--- config.mk ---
export PLATFORM = sky130hd
export DESIGN_NAME = lt_freq_ctrl
export DESIGN_NICKNAME = d
export VERILOG_FILES = /design/src/rtl/lt_pkg.sv /design/src/rtl/lt_load_sum.sv /design/src/rtl/lt_ema.sv /design/src/rtl/lt_decide.sv /design/src/rtl/lt_freq_ctrl.sv
export SDC_FILE = /design/constraint.sdc
export NUM_CORES = 1
export LEC_CHECK = 0
export ABC_AREA = 1
export ABC_CLOCK_PERIOD_IN_PS = 25200
export BUFFER_PORTS_ARGS = -buffer_cell sky130_fd_sc_hd__buf_2
export CAP_MARGIN = 40
export CORE_MARGIN = 2
export CORE_UTILIZATION = 62
export CTS_CLUSTER_DIAMETER = 60
export DETAILED_ROUTE_END_ITERATION = 10
export PLACE_DENSITY = 0.85
export SLEW_MARGIN = 20
export SYNTH_ARGS = -nofsm -noshare
export SYNTH_HDL_FRONTEND = slang
export SYNTH_SLANG_ARGS = --single-unit
--- constraint.sdc ---
create_clock -name clk -period 25.2 [get_ports clk]
set_input_delay 3.78 -clock clk [delete_from_list [all_inputs] [get_ports clk]]
set_output_delay 3.78 -clock clk [all_outputs]
set_load 0.1 [all_outputs]
--- src/rtl/lt_pkg.sv ---
package lt_pkg;
  localparam int LT_CH      = 16;
  localparam int LT_WGT_W   = 3;
  localparam int LT_LOAD_W  = 6;
  localparam int LT_FRAC_W  = 8;
  localparam int LT_CNT_W   = 8;
  localparam int LT_SH_W    = 3;
  localparam int LT_LEVELS  = 3;

  // Result of one evaluation.
  typedef enum logic [1:0] {
    ACT_NONE  = 2'd0,
    ACT_UP    = 2'd1,
    ACT_DN    = 2'd2,
    ACT_PANIC = 2'd3
  } lt_act_e;
endpackage

--- src/rtl/lt_load_sum.sv ---
module lt_load_sum #(
  parameter int CH         = 16,
  parameter int WGT_W      = 3,
  parameter int LOAD_W     = 6,
  parameter int LOAD_SHIFT = 1
) (
  input  logic                  clk,
  input  logic                  rst_n,
  input  logic                  tick_i,
  input  logic [CH-1:0]         act_i,
  input  logic [CH-1:0]         mode_i,
  input  logic [CH*WGT_W-1:0]   weight_i,
  output logic [LOAD_W-1:0]     sample_o
);
  localparam int SUM_W = WGT_W + $clog2(CH) + 1 + LOAD_SHIFT;
  localparam logic [SUM_W-1:0] SAT_LIM = SUM_W'((1 << LOAD_W) - 1);

  logic [CH-1:0]    prev_q;
  logic [WGT_W-1:0] contrib [CH];
  logic [SUM_W-1:0] sum, scaled;

  // Previous value of each input, captured at every tick (for rising-edge mode).
  always_ff @(posedge clk or negedge rst_n) begin
    if (!rst_n)      prev_q <= '0;
    else if (tick_i) prev_q <= act_i;
  end

  for (genvar g = 0; g < CH; g++) begin : g_ch
    logic hit;
    assign hit        = mode_i[g] ? (act_i[g] & ~prev_q[g]) : act_i[g];
    assign contrib[g] = hit ? weight_i[g*WGT_W +: WGT_W] : '0;
  end

  always_comb begin
    sum = '0;
    for (int i = 0; i < CH; i++) sum = sum + SUM_W'(contrib[i]);
    scaled = sum << LOAD_SHIFT;
    if (scaled > SAT_LIM) sample_o = '1;
    else                  sample_o = scaled[LOAD_W-1:0];
  end
endmodule

--- src/rtl/lt_ema.sv ---
module lt_ema #(
  parameter int LOAD_W = 6,
  parameter int FRAC_W = 8,
  parameter int SH_W   = 3
) (
  input  logic              clk,
  input  logic              rst_n,
  input  logic              tick_i,
  input  logic [LOAD_W-1:0] sample_i,
  input  logic [SH_W-1:0]   log2_i,
  output logic [LOAD_W-1:0] avg_o
);
  localparam int A_W = LOAD_W + FRAC_W;

  logic [A_W-1:0]      acc_q;
  logic signed [A_W:0] tgt, diff, step;

  // Shift-based update: acc += (target - acc) >>> log2.
  always_comb begin
    tgt  = $signed({1'b0, sample_i, {FRAC_W{1'b0}}});
    diff = tgt - $signed({1'b0, acc_q});
    step = diff >>> log2_i;
  end

  always_ff @(posedge clk or negedge rst_n) begin
    if (!rst_n)      acc_q <= '0;
    else if (tick_i) acc_q <= acc_q + step[A_W-1:0];
  end

  assign avg_o = acc_q[A_W-1:FRAC_W];
endmodule

--- src/rtl/lt_decide.sv ---
module lt_decide
  import lt_pkg::*;
#(
  parameter int LOAD_W      = 6,
  parameter int CNT_W       = 8,
  parameter int NUM_LEVELS  = 3,
  parameter int RESET_LEVEL = 1,
  parameter int LVL_W       = $clog2(NUM_LEVELS)
) (
  input  logic              clk,
  input  logic              rst_n,
  input  logic              eval_i,
  input  logic [LOAD_W-1:0] avg_i,
  input  logic [LOAD_W-1:0] up_thr_i,
  input  logic [LOAD_W-1:0] dn_thr_i,
  input  logic [LOAD_W-1:0] pnc_thr_i,
  input  logic [CNT_W-1:0]  up_cnt_i,
  input  logic [CNT_W-1:0]  dn_cnt_i,
  input  logic              ack_i,
  output logic [LVL_W-1:0]  level_o,
  output logic              up_o,
  output logic              dn_o,
  output logic              pnc_o,
  output logic              busy_o
);
  localparam logic [LVL_W-1:0] TOP_LVL = LVL_W'(NUM_LEVELS - 1);
  localparam logic [LVL_W-1:0] RST_LVL = LVL_W'(RESET_LEVEL);

  logic [CNT_W-1:0] up_run_q, dn_run_q, up_run_n, dn_run_n;
  logic [CNT_W-1:0] up_lim, dn_lim;
  logic [CNT_W:0]   up_inc, dn_inc;
  logic [LVL_W-1:0] lvl_q, lvl_n;
  logic             busy_q, busy_n;
  logic             above, below, over, up_hit, dn_hit;
  lt_act_e          act_n, act_q;

  always_comb begin
    above  = avg_i > up_thr_i;
    below  = avg_i < dn_thr_i;
    over   = avg_i > pnc_thr_i;
    up_lim = (up_cnt_i == '0) ? CNT_W'(1) : up_cnt_i;
    dn_lim = (dn_cnt_i == '0) ? CNT_W'(1) : dn_cnt_i;
    up_inc = {1'b0, up_run_q} + 1'b1;
    dn_inc = {1'b0, dn_run_q} + 1'b1;
    up_hit = above && (up_inc >= {1'b0, up_lim});
    dn_hit = below && (dn_inc >= {1'b0, dn_lim});

    up_run_n = up_run_q;
    dn_run_n = dn_run_q;
    lvl_n    = lvl_q;
    busy_n   = busy_q && !ack_i;
    act_n    = ACT_NONE;

    // Runs are frozen while a request waits for its acknowledge.
    if (eval_i && !busy_q) begin
      up_run_n = above ? up_inc[CNT_W-1:0] : '0;
      dn_run_n = below ? dn_inc[CNT_W-1:0] : '0;
      if (over) begin
        act_n    = ACT_PANIC;
        lvl_n    = '0;
        busy_n   = 1'b1;
        up_run_n = '0;
        dn_run_n = '0;
      end else if (up_hit) begin
        up_run_n = '0;
        if (lvl_q != '0) begin
          act_n    = ACT_UP;
          lvl_n    = lvl_q - 1'b1;
          busy_n   = 1'b1;
          dn_run_n = '0;
        end
      end else if (dn_hit) begin
        dn_run_n = '0;
        if (lvl_q != TOP_LVL) begin
          act_n    = ACT_DN;
          lvl_n    = lvl_q + 1'b1;
          busy_n   = 1'b1;
          up_run_n = '0;
        end
      end
    end
  end

  always_ff @(posedge clk or negedge rst_n) begin
    if (!rst_n) begin
      up_run_q <= '0;
      dn_run_q <= '0;
      lvl_q    <= RST_LVL;
      busy_q   <= 1'b0;
      act_q    <= ACT_NONE;
    end else begin
      up_run_q <= up_run_n;
      dn_run_q <= dn_run_n;
      lvl_q    <= lvl_n;
      busy_q   <= busy_n;
      act_q    <= act_n;
    end
  end

  assign level_o = lvl_q;
  assign busy_o  = busy_q;
  assign up_o    = (act_q == ACT_UP);
  assign dn_o    = (act_q == ACT_DN);
  assign pnc_o   = (act_q == ACT_PANIC);
endmodule

--- src/rtl/lt_freq_ctrl.sv ---
module lt_freq_ctrl
  import lt_pkg::*;
#(
  parameter int CH          = LT_CH,
  parameter int WGT_W       = LT_WGT_W,
  parameter int LOAD_W      = LT_LOAD_W,
  parameter int FRAC_W      = LT_FRAC_W,
  parameter int CNT_W       = LT_CNT_W,
  parameter int SH_W        = LT_SH_W,
  parameter int LOAD_SHIFT  = 1,
  parameter int NUM_LEVELS  = LT_LEVELS,
  parameter int RESET_LEVEL = 1,
  localparam int LVL_W      = $clog2(NUM_LEVELS)
) (
  input  logic                 clk,
  input  logic                 rst_n,
  input  logic                 tick_i,
  input  logic [CH-1:0]        act_i,
  input  logic [CH-1:0]        mode_i,
  input  logic [CH*WGT_W-1:0]  weight_i,
  input  logic [SH_W-1:0]      ema_log2_i,
  input  logic [LOAD_W-1:0]    up_thr_i,
  input  logic [LOAD_W-1:0]    dn_thr_i,
  input  logic [LOAD_W-1:0]    pnc_thr_i,
  input  logic [CNT_W-1:0]     up_cnt_i,
  input  logic [CNT_W-1:0]     dn_cnt_i,
  input  logic                 ack_i,
  output logic [LVL_W-1:0]     level_o,
  output logic                 up_req_o,
  output logic                 dn_req_o,
  output logic                 panic_req_o,
  output logic                 busy_o
);
  logic [LOAD_W-1:0] sample, avg;
  logic              eval_q;

  lt_load_sum #(
    .CH(CH), .WGT_W(WGT_W), .LOAD_W(LOAD_W), .LOAD_SHIFT(LOAD_SHIFT)
  ) u_sum (
    .clk(clk), .rst_n(rst_n), .tick_i(tick_i), .act_i(act_i),
    .mode_i(mode_i), .weight_i(weight_i), .sample_o(sample)
  );

  lt_ema #(
    .LOAD_W(LOAD_W), .FRAC_W(FRAC_W), .SH_W(SH_W)
  ) u_ema (
    .clk(clk), .rst_n(rst_n), .tick_i(tick_i), .sample_i(sample),
    .log2_i(ema_log2_i), .avg_o(avg)
  );

  // The average updates at the tick edge; it is judged one cycle later.
  always_ff @(posedge clk or negedge rst_n) begin
    if (!rst_n) eval_q <= 1'b0;
    else        eval_q <= tick_i;
  end

  lt_decide #(
    .LOAD_W(LOAD_W), .CNT_W(CNT_W), .NUM_LEVELS(NUM_LEVELS),
    .RESET_LEVEL(RESET_LEVEL), .LVL_W(LVL_W)
  ) u_dec (
    .clk(clk), .rst_n(rst_n), .eval_i(eval_q), .avg_i(avg),
    .up_thr_i(up_thr_i), .dn_thr_i(dn_thr_i), .pnc_thr_i(pnc_thr_i),
    .up_cnt_i(up_cnt_i), .dn_cnt_i(dn_cnt_i), .ack_i(ack_i),
    .level_o(level_o), .up_o(up_req_o), .dn_o(dn_req_o),
    .pnc_o(panic_req_o), .busy_o(busy_o)
  );
endmodule

==> results_dict.tcl, run 1 <==
set metrics [dict create \
    cpMaxStageDelayCell "fa_1" \
    crit_end "u_ema.acc_q[10]" \
    cts-root-buf "clkbuf_8" \
    synth_top_flop_cell "dfrtp_1" \
    ant_nets 0 \
    rsz0062_at_grt "no" \
    core_sq_um 10300 \
    netlist_area_sq_um 6570 \
    slew_headroom_pct 52.2 \
    r2r_start "u_sum.prev_q[1]" \
    first_pass_iters 5 \
    grt_max_degree 53 \
    start_util_pct 63.7 \
    drtIter0Drc 343 \
    clkSinkCount 52 \
    rows 37 \
    clock_latency_ns 0.33 \
    yosysWarnings 0 \
    io-pin-count 127 \
    fill_cells 857 \
    setup_viol 0 \
    synth_edf_count 0 \
    drive_gt1_share_pct 17.2 \
    gp_congestion 0.902 \
    numCtsBuffers 5 \
    postPlaceCellArea_sq_um 7330 \
    syn_nets 1150 \
    path_clk_slew_ns 0.11 \
    die_h_um 107 \
    dp_hpwl_mm 12.4 \
    grt_pass1_wl_mm 25.2 \
    htree_levels 2 \
    numPortBuffers 126 \
    drv_slew 0 \
    antenna_cells 0 \
    fin_skew_ns 0.0108 \
    seqCellArea_sq_um 1300 \
    via_per_inst 5.22 \
    dpl_worst_slack_ns 12.60 \
    async_flop_share_pct 100 \
    reg2reg_slack_ns 15.95 \
    max_freq_mhz 80.7 \
    setup_tns_ns 0 \
    multiInputGateArea_sq_um 4530 \
    tritoncts "yes" \
    grt_pass1_vias 5869 \
    totalWireLength_mm 14.9 \
    maxCapViolations 0 \
    die_width_um 107 \
    critPathKind "input pin to register" \
    finalWorstSetupSlack_ns 12.80 \
    grt-ovfl-total 0 \
    tightest_slew_ns 0.717 \
    crit_required_ns 25.38 \
    startpoint "mode_i[1]" \
    grtUsageTotal_pct 27.1 \
    hold_viol_final 0 \
    synth_cell_type_count 45 \
    route.detailed.drc 0 \
    crit_top_cell "fa_1" \
    r2r_cells 42 \
    die-area_sq_um 11400 \
    wl_per_cell_um 12.7 \
    min_period_ns 12.40 \
    fin_crit_sh_pct 49.2 \
    clk_path_buf_depth 2 \
    post_cts_resized 0 \
    seq_area_frac_synth_pct 19.8 \
    cp-end-kind "register" \
    start_kind "input pin" \
    hold_class "register to register" \
    syn_area_per_cell_sq_um 7.17 \
    arrival_ns 12.58 \
    cts_setup_buffers 0 \
    stdcell_area_sq_um 7440 \
    reg2reg_to "u_ema.acc_q[10]" \
    postCtsHoldBufs 0 \
    cpPeakStageDelay_ns 0.54 \
    critical_path.max_fanout 5 \
    final_nets 1272 \
    via_count 6141 \
    area_delta_synth_final_pct 13.3 \
    antenna_found_initial 0 \
    ys_ff_latch 52 \
    min_delay_path_depth 2 \
    status "complete, no violations" \
    synthCells 917 \
]
layout make-up:
| type | instances | area share [%] |
|---|---|---|
| Clock buffer | 5 | 0.925 |
| Timing Repair Buffer | 129 | 8.88 |
| Inverter | 182 | 9.18 |
| Clock inverter | 3 | 0.370 |
| Multi-Input combinational cell | 669 | 60.9 |
| Tap cell | 136 | 2.29 |
| Sequential cell | 52 | 17.5 |
worst min path at each step:
stage	from	end	slack [ns]
after global placement	u_sum.prev_q[7]	u_sum.prev_q[7]	0.45
after CTS	u_sum.prev_q[10]	u_sum.prev_q[10]	0.48
after global routing	u_sum.prev_q[12]	u_sum.prev_q[12]	0.50
after floorplan	u_sum.prev_q[10]	u_sum.prev_q[10]	0.44
after detailed placement	u_sum.prev_q[10]	u_sum.prev_q[10]	0.46
final	u_sum.prev_q[10]	u_sum.prev_q[10]	0.48
registers in the layout (all words and copies together), names as in the netlist:
signal / flops
u_dec.level_o: 2
u_dec.act_q: 2
eval_q: 1
u_sum.prev_q: 16
u_ema.acc_q: 14
u_dec.busy_o: 1
u_dec.dn_run_q: 8
u_dec.up_run_q: 8
synth_stat cells (4+ instances only):
| master | count | area share, % |
|---|---|---|
| nand2_1 | 228 | 13 |
| inv_1 | 179 | 10 |
| nor2_1 | 73 | 4.2 |
| ha_1 | 72 | 14 |
| dfrtp_1 | 51 | 19 |
| nand3_1 | 48 | 3.7 |
| o21ai_0 | 45 | 3.4 |
| fa_1 | 40 | 12 |
| a21oi_1 | 35 | 2.7 |
| xor2_1 | 23 | 3.1 |
| nand4_1 | 16 | 1.5 |
| clkbuf_1 | 11 | 0.63 |
| nor3_1 | 10 | 0.76 |
| a21boi_0 | 6 | 0.69 |
| o211ai_1 | 6 | 0.69 |
| or2_2 | 5 | 0.48 |
| nand2_2 | 4 | 0.38 |
| nand2_4 | 4 | 0.69 |
| o21a_1 | 4 | 0.46 |
| o21ai_1 | 4 | 0.30 |
| o21ai_2 | 4 | 0.53 |
| o22ai_2 | 4 | 0.76 |
logic make-up after synthesis:
| group | synth area share [%] |
|---|---|
| compound gates | 11.4 |
| xor+xnor | 3.20 |
| fa+ha+maj | 25.9 |
| buf+inv | 11.3 |
| flops | 19.8 |
| mux | 0.800 |
| simple gates | 27.7 |
worst max-delay path, delay by kind of cell:
family / cells / cell delay (ns)
compound gates: 7 / 1.51
fa+ha+maj: 11 / 4.85
xor+xnor: 3 / 0.53
buf+inv: 7 / 0.45
mux: 1 / 0.11
simple gates: 14 / 1.31
cell usage in the layout, fill, tap and decap left out, drive strengths merged:
| master | netlist | routed |
|---|---|---|
| a21boi | 6 | 6 |
| clkbuf | 11 | 5 |
| o211ai | 6 | 6 |
| o21ai | 54 | 54 |
| nor4 | 3 | 3 |
| a41o | 2 | 2 |
| o22ai | 7 | 7 |
| dfstp | 1 | 1 |
| xnor2 | 1 | 1 |
| clkinvlp | 0 | 1 |
| ha | 72 | 72 |
| nor3 | 12 | 12 |
| or2 | 8 | 8 |
| nand3 | 53 | 53 |
| buf | 3 | 129 |
| nand2 | 236 | 236 |
| a21oi | 35 | 35 |
| nand4 | 16 | 16 |
| fa | 40 | 40 |
| mux2i | 4 | 4 |
| clkinv | 0 | 1 |
| xor2 | 23 | 23 |
| o2111ai | 2 | 2 |
| nand3b | 2 | 2 |
| inv | 182 | 183 |
| dfrtp | 51 | 51 |
| o21a | 4 | 4 |
| o21bai | 3 | 3 |
| a32oi | 1 | 1 |
| nor2 | 78 | 78 |
| a211o | 1 | 1 |
stage by stage:
stage               hold WS [ns]  cells  utilization, %
floorplan                  0.437    917               -
global placement           0.454   1167            71.0
detailed placement         0.457   1167            71.0
CTS                        0.484   1175            71.9
global route               0.499   1176            72.1
finish                     0.481   1176            72.1
layer usage:
layer  wire (um)  up-vias  share of wire [%]  track usage [%]
met5           0        -                  0                0
met4         163        0                1.1             5.94
met3         867       14                5.8             3.95
met2        7300      190                 49             48.5
met1        6610     2795                 44             34.8
li1            -     3142                  -                -
Power of run 1 is not shown: default switching activity piles up to over one toggle a cycle in this logic, so the estimate is an artifact.
==> inputs of run 2 (changes only) <==
--- a/config.mk
+++ b/config.mk
@@ -5,15 +5,15 @@
 export SDC_FILE = /design/constraint.sdc
 export NUM_CORES = 1
 export LEC_CHECK = 0
-export ABC_AREA = 1
-export ABC_CLOCK_PERIOD_IN_PS = 25200
+export ABC_AREA = 0
+export ABC_CLOCK_PERIOD_IN_PS = 10400
 export BUFFER_PORTS_ARGS = -buffer_cell sky130_fd_sc_hd__buf_2
 export CAP_MARGIN = 40
 export CORE_MARGIN = 2
-export CORE_UTILIZATION = 62
+export CORE_UTILIZATION = 52
 export CTS_CLUSTER_DIAMETER = 60
 export DETAILED_ROUTE_END_ITERATION = 10
-export PLACE_DENSITY = 0.85
+export PLACE_DENSITY = 0.76
 export SLEW_MARGIN = 20
 export SYNTH_ARGS = -nofsm -noshare
 export SYNTH_HDL_FRONTEND = slang
==> constraint.sdc (replaced) <==
create_clock -name clk -period 10.4 [get_ports clk]
set_input_delay 1.56 -clock clk [delete_from_list [all_inputs] [get_ports clk]]
set_output_delay 1.56 -clock clk [all_outputs]
set_load 0.1 [all_outputs]
==> results_dict.tcl, run 2 <==
set metrics [dict create \
    synthTopCellsByCount "inv_1, nand2_1, ha_1, dfrtp_1, fa_1" \
    fill_cells 1050 \
    grt_pass1_vias 5536 \
    critPathKind "input pin to register" \
    syn_area_per_cell_sq_um 8.70 \
    cpMaxStageDelayCell "fa_1" \
    grt_max_degree 53 \
    antenna_cells 0 \
    route.detailed.drc 0 \
    grt_pass1_wl_mm 24.0 \
    tightest_slew_ns 0.792 \
    grt-ovfl-total 0 \
    postCtsHoldBufs 0 \
    totalWireLength_mm 14.7 \
    arrival_ns 10.23 \
    antenna_found_initial 0 \
    synth_edf_count 0 \
    holdWs_ns 0.507 \
    hold_class "register to register" \
    critical_path.top_delay_family "adder cells" \
    crit_top_cell "fa_1" \
    final_nets 1141 \
    crit_buf_inv 6 \
    critical_path.max_fanout 4 \
    seq_area_frac_synth_pct 19.9 \
    via_per_inst 5.26 \
    drive_gt1_share_pct 30.3 \
    first_pass_iters 4 \
    clock_latency_ns 0.31 \
    fin_crit_sh_pct 96.5 \
    use_met2_pct 39.3 \
    die_width_um 116 \
    maxCapViolations 0 \
    top_regs "u_sum.prev_q (16), u_ema.acc_q (14)" \
    synthCells 751 \
    netlist_area_sq_um 6530 \
    area_delta_synth_final_pct 22.9 \
    core_sq_um 12100 \
    min_period_ns 10.03 \
    gr-usage-met1_pct 27.7 \
    ant_nets 0 \
    yosysTopAreaCellShare_pct 19.5 \
    via_count 5667 \
    grtUsageTotal_pct 22.0 \
    rsz0062_at_grt "yes" \
    status "complete, no violations" \
    start_kind "input pin" \
    final_common_cell "buf_2" \
    numPortBuffers 126 \
    mostFrequentLayoutCells "buf_2, inv_1, nand2_1, ha_1, dfrtp_1" \
    yosysWarnings 0 \
    die_h_um 116 \
    drtIter0Drc 273 \
    clk_path_buf_depth 2 \
    hold_viol_final 0 \
    top_register "u_sum.prev_q" \
    setup_viol 0 \
    busiest_layer "met2" \
    io-pin-count 127 \
    ys_ff_latch 52 \
    tritoncts "yes" \
    async_flop_share_pct 100 \
    wl_per_cell_um 13.6 \
    htree_levels 2 \
    start_util_pct 53.9 \
    largest_reg_flops 16 \
    synth_area_leaders "dfrtp_1, ha_1, fa_1, inv_1, nand2_1" \
    dp_hpwl_mm 11.5 \
    numCtsBuffers 5 \
    rows 40 \
    syn_nets 984 \
    fin_skew_ns 0.00771 \
    crit_required_ns 10.60 \
    slew_headroom_pct 47.2 \
    drv_slew 0 \
    die-area_sq_um 13500 \
    synth_top_flop_cell "dfrtp_1" \
    clkSinkCount 52 \
    synth_cell_type_count 75 \
    cp-end-kind "register" \
    gr-usage-met3_pct 3.35 \
    max_freq_mhz 99.7 \
    path_clk_slew_ns 0.08 \
    cts-root-buf "clkbuf_16" \
    synth.most_common_cell "inv_1" \
    yosys.area.top_type "dfrtp_1" \
    cpPeakStageDelay_ns 0.54 \
    gp_congestion 0.863 \
]
==> run 2: cell types whose count changed in the layout (fill, tap and decap cells not counted), sizes merged, moves of 10 or more <==
cell,before,now
a21boi,6,17
nor2,78,32
o21ai,54,37
nor2b,0,10
and2,0,27
inv,183,100
xnor2,1,21
nand3,53,18
a21o,0,11
mux2i,4,15
nand2,236,88
mux2,0,27
buf,129,174
==> run 2: cell type report <==
cell class | instances | area [sq um] | area share [%]
well taps | 168 | 210 | 2.62
clock buffers | 5 | 125 | 1.56
flip-flops and latches | 52 | 1300 | 16.2
multi-input cells | 576 | 4980 | 62.1
repair buffers | 174 | 1010 | 12.6
clock inverters | 3 | 27.5 | 0.343
inverters | 99 | 372 | 4.63
==> run 2: path summary, 6_finish.rpt <==
path | start | end | slack (ns) | cells past startpoint
worst min register to register | u_sum.prev_q[2] | u_sum.prev_q[2] | 0.51 | 1
worst max register to register | u_sum.prev_q[1] | u_ema.acc_q[13] | 1.39 | 41
worst max-delay path | act_i[0] | u_ema.acc_q[13] | 0.37 | 42
worst min-delay path | u_sum.prev_q[2] | u_sum.prev_q[2] | 0.51 | 1
max in group asynchronous | rst_n | u_dec.up_run_q[6] | 8.57 | 2
min in group asynchronous | rst_n | u_sum.prev_q[13] | 1.37 | 2
==> run 2: metrics by stage <==
| step | std cells | cell area (sq um) | setup WS (ns) | util, % | TNS, ns |
|---|---|---|---|---|---|
| 6_report | 1077 | 8030 | 0.366 | 66.3 | 0 |
| 5_1_grt | 1077 | 8030 | -0.103 | 66.3 | -0.237 |
| 4_1_cts | 1073 | 7760 | 0.00940 | 64.1 | 0 |
| 2_1_floorplan | 751 | 6540 | 0.0434 | - | 0 |
| 3_5_place_dp | 1065 | 7600 | -0.322 | 62.7 | -1.81 |
| 3_3_place_gp | 1065 | 7600 | -0.163 | 62.7 | -0.529 |
==> run 2: kinds of logic after synthesis <==
| family | share of synthesized area, % |
|---|---|
| xor gates and xnor gates | 4.69 |
| buffers and inverters | 7.34 |
| and+or+nand+nor | 17.3 |
| DFF | 19.9 |
| adders and majority gates | 26.1 |
| muxes | 7.30 |
| AOI/OAI and AO/OA | 17.4 |
==> run 2: worst register-to-register path, delay by kind of cell (launching register included) <==
family                   cells  cell delay, ns
adder cells (fa/ha/maj)     11            4.37
XOR/XNOR                     4            0.61
AND/OR/NAND/NOR             10            1.30
AO/OA/AOI/OAI                9            1.25
multiplexers                 2            0.61
flip-flops                   1            0.39
buffers and inverters        5            0.36
==> run 2: timing repair <==
action	CTS	global route
buffers inserted	0	5
pin swaps	3	46
setup endpoints to repair	3	10
hold endpoints to repair	0	0
gates resized for setup	2	50
==> run 2: metal layers <==
layer	up-vias	wire, um
met4	0	141
li1	2890	-
met3	13	531
met1	2647	6530
met2	117	7490
met5	-	0
Power of run 2 is left out for the same reason.
